`src/rtl/sdram_guard_pkg.sv`:
```
package sdram_guard_pkg;

    localparam int REG_W   = 32;
    localparam int CMD_W   = 3;
    localparam int GAP_W   = 5;
    localparam int CAS_W   = 3;
    localparam int MAX_CAS = 7;
    localparam int N_GAPS  = 4;

    localparam logic [REG_W-1:0] TIM_RESET = 32'h2A733225;
    localparam logic [REG_W-1:0] KEEP_MASK = 32'h7FF77FFF;

    typedef enum logic [CMD_W-1:0] {
        CMD_ACT = 3'd0,
        CMD_RD  = 3'd1,
        CMD_WR  = 3'd2,
        CMD_PRE = 3'd3,
        CMD_REF = 3'd4
    } cmd_e;

    typedef enum int {
        G_ACT_PRE = 0,
        G_PRE_ACT = 1,
        G_ACT_RW  = 2,
        G_REF     = 3
    } gap_idx_e;

    typedef struct packed {
        logic [CAS_W-1:0] cas;
        logic [GAP_W-1:0] ref_gap;
        logic [GAP_W-1:0] act_pre;
        logic [GAP_W-1:0] pre_act;
        logic [GAP_W-1:0] act_rw;
    } timing_t;

    // n+1 coding for 4-bit fields; zero falls back to the top value
    function automatic logic [GAP_W-1:0] dec_plus1(input logic [3:0] code);
        return (code == 4'd0) ? GAP_W'(16) : GAP_W'(code) + GAP_W'(1);
    endfunction

    // direct coding for 3-bit fields; zero falls back to the top value
    function automatic logic [GAP_W-1:0] dec_direct(input logic [2:0] code);
        return (code == 3'd0) ? GAP_W'(7) : GAP_W'(code);
    endfunction

    function automatic timing_t decode(input logic [REG_W-1:0] r);
        timing_t t;
        t.cas     = (r[30:28] < 3'd2) ? CAS_W'(MAX_CAS) : r[30:28];
        t.ref_gap = dec_plus1(r[27:24]);
        t.act_pre = dec_plus1(r[23:20]);
        t.pre_act = dec_direct(r[18:16]);
        t.act_rw  = dec_direct(r[14:12]);
        return t;
    endfunction

    function automatic logic [GAP_W-1:0] gap_of(input timing_t t, input int idx);
        case (idx)
            G_ACT_PRE: return t.act_pre;
            G_PRE_ACT: return t.pre_act;
            G_ACT_RW:  return t.act_rw;
            default:   return t.ref_gap;
        endcase
    endfunction

endpackage

```
`src/rtl/guard_cfg.sv`:
```
module guard_cfg
    import sdram_guard_pkg::*;
(
    input  logic             clk,
    input  logic             rst,
    input  logic             we,
    input  logic [REG_W-1:0] wdata,
    input  logic             prog,
    output logic [REG_W-1:0] rdata,
    output timing_t          active
);
    logic [REG_W-1:0] stage_q;
    logic             prog_q;
    timing_t          active_q;

    always_ff @(posedge clk) begin
        if (rst) begin
            stage_q  <= TIM_RESET;
            prog_q   <= 1'b0;
            active_q <= decode(TIM_RESET);
        end else begin
            prog_q <= prog;
            if (we) begin
                stage_q <= wdata & KEEP_MASK;
            end
            if (prog && !prog_q) begin
                active_q <= decode(stage_q);
            end
        end
    end

    assign rdata  = stage_q;
    assign active = active_q;
endmodule

```
`src/rtl/guard_gap_timer.sv`:
```
module guard_gap_timer #(
    parameter int W = 5
) (
    input  logic         clk,
    input  logic         rst,
    input  logic         start,
    input  logic [W-1:0] gap,
    output logic         expired
);
    logic [W-1:0] cnt_q;

    always_ff @(posedge clk) begin
        if (rst) begin
            cnt_q <= '0;
        end else if (start) begin
            cnt_q <= gap - W'(1);
        end else if (cnt_q != '0) begin
            cnt_q <= cnt_q - W'(1);
        end
    end

    assign expired = (cnt_q == '0);
endmodule

```
`src/rtl/guard_rd_pipe.sv`:
```
module guard_rd_pipe #(
    parameter int DEPTH = 7,
    parameter int SEL_W = 3
) (
    input  logic             clk,
    input  logic             rst,
    input  logic             fire,
    input  logic [SEL_W-1:0] lat,
    output logic             due
);
    logic [DEPTH-1:0] sr_q;

    always_ff @(posedge clk) begin
        if (rst) begin
            sr_q <= '0;
        end else begin
            sr_q <= {sr_q[DEPTH-2:0], fire};
        end
    end

    // bit k holds a read granted k+1 cycles ago
    assign due = (lat == '0) ? 1'b0 : sr_q[lat - SEL_W'(1)];
endmodule

```
`src/rtl/sdram_cmd_guard.sv`:
```
module sdram_cmd_guard
    import sdram_guard_pkg::*;
(
    input  logic             clk,
    input  logic             rst,
    input  logic             cfg_we,
    input  logic [REG_W-1:0] cfg_wdata,
    output logic [REG_W-1:0] cfg_rdata,
    input  logic             prog,
    input  logic             req_valid,
    input  logic [CMD_W-1:0] req_cmd,
    output logic             req_grant,
    output logic             req_stall,
    output logic             rd_due
);
    timing_t            tim;
    logic [N_GAPS-1:0]  gap_start;
    logic [N_GAPS-1:0]  gap_done;
    logic               cmd_ok;

    guard_cfg u_cfg (
        .clk    (clk),
        .rst    (rst),
        .we     (cfg_we),
        .wdata  (cfg_wdata),
        .prog   (prog),
        .rdata  (cfg_rdata),
        .active (tim)
    );

    always_comb begin
        unique case (req_cmd)
            CMD_ACT: cmd_ok = gap_done[G_PRE_ACT] && gap_done[G_REF];
            CMD_RD,
            CMD_WR:  cmd_ok = gap_done[G_ACT_RW];
            CMD_PRE: cmd_ok = gap_done[G_ACT_PRE];
            CMD_REF: cmd_ok = gap_done[G_REF];
            default: cmd_ok = 1'b0;
        endcase
    end

    assign req_grant = req_valid && cmd_ok;
    assign req_stall = req_valid && !cmd_ok;

    always_comb begin
        gap_start            = '0;
        gap_start[G_ACT_PRE] = req_grant && (req_cmd == CMD_ACT);
        gap_start[G_ACT_RW]  = req_grant && (req_cmd == CMD_ACT);
        gap_start[G_PRE_ACT] = req_grant && (req_cmd == CMD_PRE);
        gap_start[G_REF]     = req_grant && (req_cmd == CMD_REF);
    end

    for (genvar g = 0; g < N_GAPS; g++) begin : g_timer
        guard_gap_timer #(.W(GAP_W)) u_timer (
            .clk     (clk),
            .rst     (rst),
            .start   (gap_start[g]),
            .gap     (gap_of(tim, g)),
            .expired (gap_done[g])
        );
    end

    guard_rd_pipe #(.DEPTH(MAX_CAS), .SEL_W(CAS_W)) u_rd_pipe (
        .clk  (clk),
        .rst  (rst),
        .fire (req_grant && (req_cmd == CMD_RD)),
        .lat  (tim.cas),
        .due  (rd_due)
    );
endmodule

```
`config.mk`:
```
export PLATFORM = sky130hd
export DESIGN_NAME = sdram_cmd_guard
export DESIGN_NICKNAME = d
export VERILOG_FILES = /design/src/rtl/sdram_guard_pkg.sv /design/src/rtl/guard_cfg.sv /design/src/rtl/guard_gap_timer.sv /design/src/rtl/guard_rd_pipe.sv /design/src/rtl/sdram_cmd_guard.sv
export SDC_FILE = /design/constraint.sdc
export NUM_CORES = 1
export LEC_CHECK = 0
export BUFFER_PORTS_ARGS = -buffer_cell sky130_fd_sc_hd__buf_4
export CAP_MARGIN = 20
export CORE_ASPECT_RATIO = 1.75
export CORE_MARGIN = 1
export CORE_UTILIZATION = 50
export DETAILED_ROUTE_END_ITERATION = 6
export PLACE_DENSITY = 0.74
export SYNTH_ARGS = -nofsm -noshare
export SYNTH_HDL_FRONTEND = slang
export SYNTH_SLANG_ARGS = --single-unit
```
`constraint.sdc`:
```
create_clock -name clk -period 4.5 [get_ports clk]
set_input_delay 0.675 -clock clk [delete_from_list [all_inputs] [get_ports clk]]
set_output_delay 0.675 -clock clk [all_outputs]
set_load 0.02 [all_outputs]
```
==> impl_metrics.ini <==
[run_status]
status = complete, no violations

[die]
dieArea_um2 = 7400
die_y_um = 113
coreArea_um2 = 6860
die_w_um = 65.5
initial_utilization = 0.514
pin_count = 75
rows = 40

[critical_path]
critPathMaxFanout = 6
start_kind = register
arrival_ns = 2.18
crit_type = register to output pin
crit_required_ns = 3.83
end_kind = output pin

[sta]
post-route-period-util = 0.635
slew_violations = 0
fin_tns_setup_ns = 0
setup_viol = 0
worstMarginPinSlew_ns = 0.768
whs_ns = 0.462
period_needed_ns = 2.86
hold_violations = 0
fmax_ghz = 0.350
rsz0062_at_grt = no
clock_skew_ns = 0.00505
slew-limit-headroom = 0.484

[cts]
cts_buffer_depth = 2
cts_hold_buf = 0
htree_levels = 3
postCtsSetupBuffers = 0
ctsRootBufferMaster = clkbuf_16
numCtsBuffers = 9
cts_tree = built
cts_sinks = 76
clkTransAtPathRegs_ns = 0.05
cts.repair.resized = 0
clk_latency_ns = 0.33

[logic_synthesis]
yosysTopAreaCell = dfxtp_1
yosys_warnings = 0
ys.flop_type = dfxtp_1
synth_top_cell_area_share = 0.432
ys_types = 46
synth-edff-count = 0
yosys-top-cells-area = dfxtp_1, mux2i_1, nand2_1, nor2_1, ha_1
synth-seq-cells = 76
ys_seq_area_frac = 0.432
synth_area_um2 = 3530
postSynthCellCount = 394
async_reset_ff_frac = 0
syn-mean-instance-area_um2 = 8.95

[drt]
drt_first_pass_iters = 4
routed_wl_um = 7580
viasPerCell = 5.57
drc = 0
postRouteAntennaNets = 0
vias = 3028
drt-wirelength-per-cell_um = 13.9
dr.first_iter.drc_count = 115

[global_routing]
grt.overflow.total = 0
grt_pass1_wl_um = 12700
antenna_found_initial = 0
grt_max_degree = 51
grt_usage = 0.221
grt_pass1_vias = 2907

[placement]
detailed_place_hpwl_um = 5410
portBuffers = 68
routabilityCongestion = 0.841
place_area_um2 = 4070

[run]
max_cap_viol_count = 0

[min_path]
worstHoldPathType = register to register

[final_layout]
final_common_cell = dfxtp_1
n_fill_cell = 598
fin_area_um2 = 4350
drive_above_1_share = 0.193
syn2layout_area_growth_pct = 23.5
fin_nets = 506
layout_common_cells = dfxtp_1, buf_4, nand2_1, nor2_1, mux2i_1
diodes = 0

[power_and_ir_drop]
power_w = 0.00217
ir_worst_vdd_uv = 310
p_per_area_nw_per_um2 = 499
p_leak_nw = 1.95
-- worst paths after layout --
kind | to | slack (ns) | start | cells after the start
worst max-delay path | req_stall | 1.64 | g_timer[0].u_timer.cnt_q[0] | 5
worst min-delay path | u_rd_pipe.sr_q[4] | 0.46 | u_rd_pipe.sr_q[3] | 1
worst max register to register | g_timer[0].u_timer.cnt_q[4] | 1.69 | g_timer[1].u_timer.cnt_q[0] | 9
worst min register to register | u_rd_pipe.sr_q[4] | 0.46 | u_rd_pipe.sr_q[3] | 1
-- synth_stat cells (2+ instances only) --
| cell type | number |
|---|---|
| and3_1 | 5 |
| ha_1 | 10 |
| o22ai_1 | 5 |
| o211ai_1 | 8 |
| buf_4 | 3 |
| clkbuf_1 | 14 |
| a211o_1 | 3 |
| o211a_1 | 2 |
| a311oi_1 | 2 |
| buf_1 | 2 |
| buf_2 | 2 |
| nor2_1 | 37 |
| inv_1 | 13 |
| xnor2_1 | 2 |
| a211oi_1 | 6 |
| nor4_1 | 4 |
| nand2b_1 | 8 |
| a21oi_1 | 15 |
| dfxtp_1 | 76 |
| nor2b_1 | 12 |
| xor2_1 | 6 |
| or4_1 | 2 |
| nand2_1 | 38 |
| nand4b_1 | 3 |
| o21ai_0 | 15 |
| nor3_1 | 9 |
| a31oi_1 | 4 |
| mux2_2 | 4 |
| nand3_1 | 14 |
| o31ai_1 | 4 |
| or3_1 | 8 |
| a2111oi_0 | 3 |
| nor3b_1 | 8 |
| mux2i_1 | 35 |
-- state kept, by name (all words and copies together) (netlist names) --
register	flops
u_rd_pipe.sr_q	7
u_cfg.active	19
u_cfg.rdata	29
g_timer.u_timer.cnt_q	20
u_cfg.prog_q	1
-- cell type report --
cell class	count	area, um^2	share of cell area
Clock buffer	13	250	0.0575
Timing Repair Buffer	71	533	0.122
Multi-Input combinational cell	284	1860	0.426
Tap cell	84	105	0.0241
Inverter	14	52.6	0.0121
Sequential cell	76	1520	0.350
Clock inverter	2	35.0	0.00805
-- worst max-delay path, cell delays in order (launching register included) --
cell	delay, ns
dfxtp_1	0.33
or4_1	0.66
nand2b_1	0.24
o211a_1	0.26
o211a_1	0.21
buf_4	0.15
-- metrics by stage --
stage,setup slack (ns),std cells,utilization
final,1.64,544,0.635
after detailed placement,1.56,529,0.593
after CTS,1.63,544,0.635
after floorplan,1.92,396,-
after global routing,1.48,544,0.635
after global placement,1.61,529,0.593
-- routing by layer --
layer / track usage / routed length (um)
met5: 0 / 0
met4: 0.0971 / 144
met3: 0.0514 / 315
met2: 0.392 / 4050
met1: 0.243 / 3070
-- cell families (layout without fill, tap and decap cells) --
kind of cell    after synthesis  count (layout)  synth area share
other cells                   1               3           0.00106
compound gates               71              71             0.132
flops                        76              76             0.432
simple gates                152             152             0.217
mux                          40              40             0.119
fa+ha+maj                    10              10            0.0355
buf+inv                      36             100            0.0444
xor+xnor                      8               8            0.0199
-- power breakdown --
group          internal [W]  switching (W)
logic              0.000289       0.000342
registers          0.000767      0.0000800
clock network      0.000441       0.000253
total               0.00150       0.000675
(Power assumes the default switching activity.)
